**config.mk**
```make
export PLATFORM = sky130hd
export DESIGN_NAME = timer_tick_gen
export DESIGN_NICKNAME = d
export VERILOG_FILES = /design/src/rtl/timer_tick_gen.sv
export SDC_FILE = /design/constraint.sdc
export NUM_CORES = 1
export LEC_CHECK = 0
export ABC_AREA = 1
export BUFFER_PORTS_ARGS = -buffer_cell sky130_fd_sc_hd__buf_2
export CAP_MARGIN = 20
export CORE_MARGIN = 10
export CORE_UTILIZATION = 40
export CTS_CLUSTER_SIZE = 10
export DETAILED_ROUTE_END_ITERATION = 10
export PLACE_DENSITY_LB_ADDON = 0.25
export SYNTH_ARGS = -nofsm -noshare
export SYNTH_HDL_FRONTEND = slang
export SYNTH_SLANG_ARGS = --single-unit
```
**constraint.sdc**
```tcl
create_clock -name clk -period 2.3 [get_ports clk]
set_input_delay 0.23 -clock clk [delete_from_list [all_inputs] [get_ports clk]]
set_output_delay 0.23 -clock clk [all_outputs]
set_load 0.01 [all_outputs]
```
**src/rtl/timer_tick_gen.sv**
```systemverilog
module timer_tick_gen #(
  parameter int PRE_W     = 8,
  parameter int NUM_TMR   = 5,
  parameter int GRP_A_CNT = 2
) (
  input  logic                 clk,
  input  logic                 rst_n,
  input  logic [PRE_W-1:0]     pscale_a,
  input  logic [PRE_W-1:0]     pscale_b,
  input  logic [3*NUM_TMR-1:0] src_sel,
  input  logic                 ext_clk_a,
  input  logic                 ext_clk_b,
  output logic [NUM_TMR-1:0]   tick
);

  localparam int SEL_W = 3;
  localparam int DIV_W = 4;

  logic [1:0] pre_pulse;
  logic [1:0] ext_pulse;

  for (genvar g = 0; g < 2; g++) begin : gen_grp
    logic [PRE_W-1:0] pv, pv_q, pcnt;
    logic             ext_in;
    logic [2:0]       sync;

    assign pv     = (g == 0) ? pscale_a : pscale_b;
    assign ext_in = (g == 0) ? ext_clk_a : ext_clk_b;

    always_ff @(posedge clk or negedge rst_n) begin
      if (!rst_n) begin
        pv_q <= '0;
        pcnt <= '0;
        sync <= '0;
      end else begin
        pv_q <= pv;
        pcnt <= (pv != pv_q || pcnt == pv) ? '0 : pcnt + 1'b1;
        sync <= {sync[1:0], ext_in};
      end
    end

    assign pre_pulse[g] = (pv == pv_q) && (pcnt == pv);
    assign ext_pulse[g] = sync[1] & ~sync[2];
  end

  for (genvar t = 0; t < NUM_TMR; t++) begin : gen_tmr
    localparam int G = (t < GRP_A_CNT) ? 0 : 1;
    logic [SEL_W-1:0] sel;
    logic [DIV_W-1:0] dcnt, mask;
    logic             div_hit, tick_q;

    assign sel = src_sel[SEL_W*t +: SEL_W];

    always_comb begin
      case (sel[1:0])
        2'd0:    mask = 4'b0001;
        2'd1:    mask = 4'b0011;
        2'd2:    mask = 4'b0111;
        default: mask = 4'b1111;
      endcase
    end

    assign div_hit = &(dcnt | ~mask);

    always_ff @(posedge clk or negedge rst_n) begin
      if (!rst_n) begin
        dcnt   <= '0;
        tick_q <= 1'b0;
      end else begin
        if (pre_pulse[G]) dcnt <= dcnt + 1'b1;
        if (sel == 3'd4)  tick_q <= ext_pulse[G];
        else              tick_q <= !sel[2] && pre_pulse[G] && div_hit;
      end
    end

    assign tick[t] = tick_q;
  end

endmodule


```
==> impl_metrics.csv, run 1 <==
group,metric,value,unit
critical_path,cp_max_fo,17,
timing,slew_headroom,68.9,%
die,die_area,0.0124,sq mm
timing,max_freq,649,MHz
global_routing,antenna_found_initial,0,
logic_synthesis,syn-num-nets,483,
power,p_seq_share,52.6,%
die,io_pins,40,
placed_design,port-buffer-count,39,
cells_and_area,drive_gt1_share,15.8,%
cts,cts-root-buf,"clkbuf_8",
cells_and_area,final_util,46.7,%
critical_path,required,2520,ps
global_routing,grt_max_degree,37,
critical_path,worst_setup_path_start_kind,"flip-flop",
power,swShare,24.4,%
cells_and_area,area_growth,14.4,%
logic_synthesis,netlist_instances,441,
power,power_frac_comb,7.4,%
timing,fin_skew,6.92,ps
timing,setup_tns,0,ps
cts,cts-buffers-inserted,9,
job,drv_cap,0,
power,clockPowerShare,40.0,%
timing,finalWorstPathRequiredPeriod,1540,ps
global_routing,grt_pass1_vias,2751,
run_status,status,"completed",
cts,path_clk_slew,70,ps
die,die_y,111,um
logic_synthesis,yosysWarnings,0,
cells_and_area,n_fill_cell,824,
logic_synthesis,synthArstFlopShare,100,%
critical_path,critical_path_arrival,1760,ps
logic_synthesis,syn-cell-area,0.00333,sq mm
global_routing,gr-usage-all-layers,11.2,%
logic_synthesis,ys_ff_latch,63,
detailed_routing,first_pass_iters,4,
power,ir_drop,0.268,mV
placed_design,dpl-instance-area,0.00361,sq mm
detailed_routing,dr.first_iter.drc_count,108,
detailed_routing,vias_per_cell,4.48,
cts,tritoncts,"yes",
cts,cts.sinks,63,
placed_design,place_congestion,0.785,
logic_synthesis,avgSynthCellArea,7.56,sq um
die,start_util,40.8,%
min_path,min_path_type,"in -> reg",
placed_design,hpwl,4.85,mm
logic_synthesis,yosys-top-cells-area,"dfrtp_1, nand2_1, inv_1",
cts,hold_buffers,3,
detailed_routing,wire_per_inst,11.0,um
logic_synthesis,synth.largest_area_cell,"dfrtp_1",
cells_and_area,nNetsFinal,530,
timing,fin_crit_sh,67.0,%
timing,hold_ws,36.8,ps
global_routing,overflow,0,
cells_and_area,diodes,0,
cells_and_area,design_area,0.00382,sq mm
detailed_routing,route.detailed.drc,0,
logic_synthesis,ys_types,22,
logic_synthesis,synth-edff-count,0,
timing,tightest_slew,467,ps
timing,timing.final.max_slew_violations,0,
timing,setup_viol,0,
logic_synthesis,ys_seq_area_share,47.3,%
logic_synthesis,synthTopCellsByCount,"nand2_1, dfrtp_1, inv_1",
logic_synthesis,synth_flop_cell,"dfrtp_1",
detailed_routing,drt_wl_total,6.56,mm
power,p_leak,2.12,nW
cts,post_cts_buffers,0,
logic_synthesis,yosysMostFrequentCell,"nand2_1",
critical_path,critPathCaptureType,"flip-flop",
cts,cts-htree-levels,3,
detailed_routing,ant_nets,0,
cts,cts_buffer_depth,2,
cts,cts_resized,0,
critical_path,path_class,"reg -> reg",
logic_synthesis,synth_top_area_share,47.3,%
timing,hold_violations,0,
die,num_rows,33,
detailed_routing,vias,2681,
global_routing,grt_pass1_wl,11.9,mm
power,p_int,0.00164,W
timing,rsz0062_at_grt,"false",
power,p_per_area,568,mW/mm^2
die,coreArea,0.00818,sq mm
die,die_w,111,um
cts,clk_latency,340,ps
power,net-switching-power,0.000530,W
[power by group through the flow]
stage / clock, W / sequential (W) / combinational (W)
after global placement: 0 / 0.00116 / 0.000158
after floorplan: 0 / 0.00116 / 0.0000796
final: 0.000868 / 0.00114 / 0.000160
after detailed placement: 0 / 0.00116 / 0.000161
after CTS: 0.000894 / 0.00114 / 0.000165
after global routing: 0.000941 / 0.00114 / 0.000190
[critical path: stages, from the launching register on]
cell and delay [ps]:
dfrtp_1 380, nand2_1 70, nand2_1 50, nor2_1 130, nand2_1 100, nor2_4 370, nand2_4 180, nand2_1 90
nand2_1 50
[layer usage]
metal	wire, um	GRT usage (%)
met5	0	0
met4	92	5.06
met3	226	2.92
met2	3180	19.1
met1	3060	12.8
[final timing paths]
check | startpoint | end | slack (ps) | cells after the start
worst max-delay path | gen_grp[1].pv_q[6] | gen_tmr[2].dcnt[2] | 760 | 8
worst min-delay path | pscale_a[1] | gen_grp[0].pv_q[1] | 40 | 1
worst max register to register | gen_grp[1].pv_q[6] | gen_tmr[2].dcnt[2] | 760 | 8
worst min register to register | gen_grp[1].sync[0] | gen_grp[1].sync[1] | 360 | 0
max in group asynchronous | rst_n | gen_tmr[0].dcnt[0] | 1480 | 3
min in group asynchronous | rst_n | gen_grp[0].pv_q[1] | 440 | 3
[sequential cells by signal (all words and copies together), names as in the netlist]
| register | flops |
|---|---|
| gen_grp.pv_q | 16 |
| gen_tmr.dcnt | 20 |
| gen_tmr.tick_q | 5 |
| gen_grp.sync | 6 |
| gen_grp.pcnt | 16 |
[kinds of logic (layout without fill, tap and decap cells)]
kind of cell,count (synthesis),count (layout),synth area share [%]
and+or+nand+nor,269,269,33.8
buffers and inverters,73,125,9.53
DFF,63,63,47.3
xor gates and xnor gates,17,17,4.47
AOI/OAI and AO/OA,12,12,2.25
adders and majority gates,7,7,2.63
[cell type report]
type / count / area (sq um) / share of cell area (%)
clock buffer: 13 / 159 / 4.16
clock inverter: 3 / 17.5 / 0.459
inverter: 63 / 236 / 6.20
multi-input combinational: 305 / 1440 / 37.7
sequential: 63 / 1580 / 41.3
tap: 105 / 131 / 3.44
timing repair buffer: 46 / 255 / 6.69
[stage by stage]
stage	std cells	setup WS, ps	power, W
6_report	598	760	0.00217
5_1_grt	598	571	0.00227
4_1_cts	598	739	0.00220
3_5_place_dp	579	744	0.00132
3_3_place_gp	579	775	0.00132
2_1_floorplan	441	1010	0.00124
[cell usage in the layout, fill, tap and decap left out, types with 4 or more instances in the layout]
cell type and instances:
nand2_1 163, dfrtp_1 63, inv_1 55, nor2_1 49
nand3_1 41, buf_2 39, xor2_1 15, clkbuf_8 11
inv_2 8, ha_1 7, nor3_1 5, o21ai_0 5
buf_4 4
Power figures use the tool's default switching activity.
==> inputs of run 2 (changes only) <==
==> constraint.sdc (replaced) <==
create_clock -name clk -period 1.6 [get_ports clk]
set_input_delay 0.16 -clock clk [delete_from_list [all_inputs] [get_ports clk]]
set_output_delay 0.16 -clock clk [all_outputs]
set_load 0.01 [all_outputs]
==> run 2 against run 1 <==
  * Cell area up 8.8%
  * Power up 63%
  * Wire length up 4.7%
  * Utilization up 4.1 points
  * Die area unchanged
  * Largest cell class unchanged
==> impl_metrics.csv, run 2 (synthesis results as in run 1) <==
group,metric,value,unit
power,fin_total_pwr,0.00353,W
global_routing,grt_pass1_vias,2794,
cts,cts-root-buf,"clkbuf_8",
timing,slew_headroom,76.2,%
cells_and_area,final_common_cell,"nand2_1",
die,coreArea,0.00818,sq mm
cells_and_area,diodes,0,
power,p_leak,2.28,nW
cells_and_area,final_cell_mix,"nand2_1, dfrtp_1, inv_1",
detailed_routing,vias,2775,
cells_and_area,design_area,0.00415,sq mm
timing,hold_ws,68.9,ps
min_path,min_path_type,"in -> reg",
power,p_per_area,851,mW/mm^2
die,io_pins,40,
critical_path,cp_max_fo,7,
placed_design,place_congestion,0.754,
critical_path,worst_setup_path_start_kind,"primary input",
global_routing,gr-usage-all-layers,11.3,%
global_routing,antenna_found_initial,0,
timing,max_freq,667,MHz
critical_path,crit_path_end,"gen_tmr[3].tick_q",
global_routing,overflow,0,
cts,cts-buffers-inserted,9,
timing,fin_skew,5.80,ps
timing,timing.final.max_slew_violations,0,
timing,rsz0062_at_grt,"true",
cells_and_area,largest_reg_flops,20,
detailed_routing,ant_nets,0,
cells_and_area,drive_gt1_share,17.7,%
detailed_routing,vias_per_cell,4.48,
critical_path,startpoint,"pscale_b[4]",
cells_and_area,area_growth,24.5,%
critical_path,critical_path_arrival,1770,ps
detailed_routing,dr.first_iter.drc_count,142,
cells_and_area,nNetsFinal,552,
detailed_routing,wire_per_inst,11.1,um
critical_path,critPathCaptureType,"flip-flop",
global_routing,grt_max_degree,64,
detailed_routing,first_pass_iters,4,
critical_path,path_class,"in -> reg",
cells_and_area,regMostFlops,"gen_tmr.dcnt",
timing,worst_slack,99.8,ps
cts,clk_latency,330,ps
job,drv_cap,0,
cells_and_area,n_fill_cell,795,
timing,setup_viol,0,
die,die_w,111,um
die,start_util,40.8,%
cts,cts-htree-levels,3,
placed_design,dp_slack,135,ps
timing,hold_violations,0,
cells_and_area,reg_top3,"gen_tmr.dcnt (20), gen_grp.pcnt (16), gen_grp.pv_q (16)",
detailed_routing,route.detailed.drc,0,
run_status,status,"completed",
cts,tritoncts,"yes",
placed_design,hpwl,4.84,mm
die,die_y,111,um
critical_path,reg2reg_from,"gen_grp[1].pcnt[0]",
detailed_routing,drt_wl_total,6.87,mm
global_routing,grt_pass1_wl,12.1,mm
cts,path_clk_slew,70,ps
die,num_rows,33,
critical_path,reg2reg_depth,9,
power,ir_drop,0.381,mV
cts,cts.sinks,63,
die,die_area,0.0124,sq mm
cts,cts_buffer_depth,2,
timing,fin_crit_sh,93.8,%
placed_design,dpl-instance-area,0.00362,sq mm
critical_path,reg2reg_to,"gen_tmr[3].tick_q",
placed_design,port-buffer-count,39,
timing,finalWorstPathRequiredPeriod,1500,ps
timing,tightest_slew,357,ps
critical_path,required,1870,ps
critical_path,r2r_slack,210,ps
## run 2: cell count changes in the layout (fill, tap and decap cells not counted), moves of 4 or more
cell	delta
buf_6	+5
dlygate4sd3_1	+16
nor2_1	-4
nor2_2	+4
## run 2: where the power goes
part           internal [W]  switching [W]  total, W  leakage [nW]
logic              0.000123       0.000154  0.000277          1.33
clock network      0.000995       0.000622   0.00162         0.118
registers           0.00162      0.0000145   0.00164         0.829
total               0.00274       0.000791   0.00353          2.28
## run 2: routing by layer
metal | track usage [%] | vias to the layer above | wire (um)
met1 | 13.1 | 1266 | 3220
met2 | 19.2 | 32 | 3360
met4 | 3.51 | 0 | 69
li1 | - | 1467 | -
met3 | 3.79 | 10 | 214
met5 | 0 | - | 0
## run 2: area by class of cell
type	count	area [sq um]	share of cell area, %
tap	105	131	3.17
multi-input combinational	306	1470	35.5
sequential	63	1580	38.0
inverter	63	236	5.70
timing repair buffer	67	502	12.1
clock inverter	3	65.1	1.57
clock buffer	12	165	3.98
## run 2: what timing repair did
item                       in CTS  in global routing
hold endpoints to repair       81                  0
buffers inserted                0                  5
hold buffers                   19                  0
setup endpoints to repair       0                 30
resized for setup               0                 13
## run 2: stage by stage
stage / utilization, % / TNS [ps] / instances
after detailed placement: 44.3 / 0 / 579
after global placement: 44.3 / 0 / 579
final: 50.8 / 0 / 619
after global routing: 50.8 / -3.33 / 619
after floorplan: - / 0 / 441
after CTS: 49.4 / 0 / 613
## run 2: worst max-delay path: stages
cell,delay (ps)
dlygate4sd3_1,520
buf_2,140
inv_1,60
nand2_1,50
nand2_1,50
nor2_1,100
nand2_1,110
nor2_4,180
buf_12,140
buf_6,120
nand3_1,80
nand2_1,70
## run 2: worst min-delay path by stage
| stage | slack, ps | cells past startpoint | startpoint | endpoint |
|---|---|---|---|---|
| 2_1_floorplan | -140 | 0 | rst_n | gen_grp[0].pcnt[0] |
| 3_3_place_gp | 200 | 2 | rst_n | gen_grp[1].pv_q[3] |
| 3_5_place_dp | 200 | 2 | rst_n | gen_grp[1].pv_q[2] |
| 4_1_cts | 60 | 3 | src_sel[5] | gen_tmr[1].tick_q |
| 5_1_grt | 70 | 3 | src_sel[11] | gen_tmr[3].tick_q |
| 6_report | 70 | 3 | src_sel[5] | gen_tmr[1].tick_q |
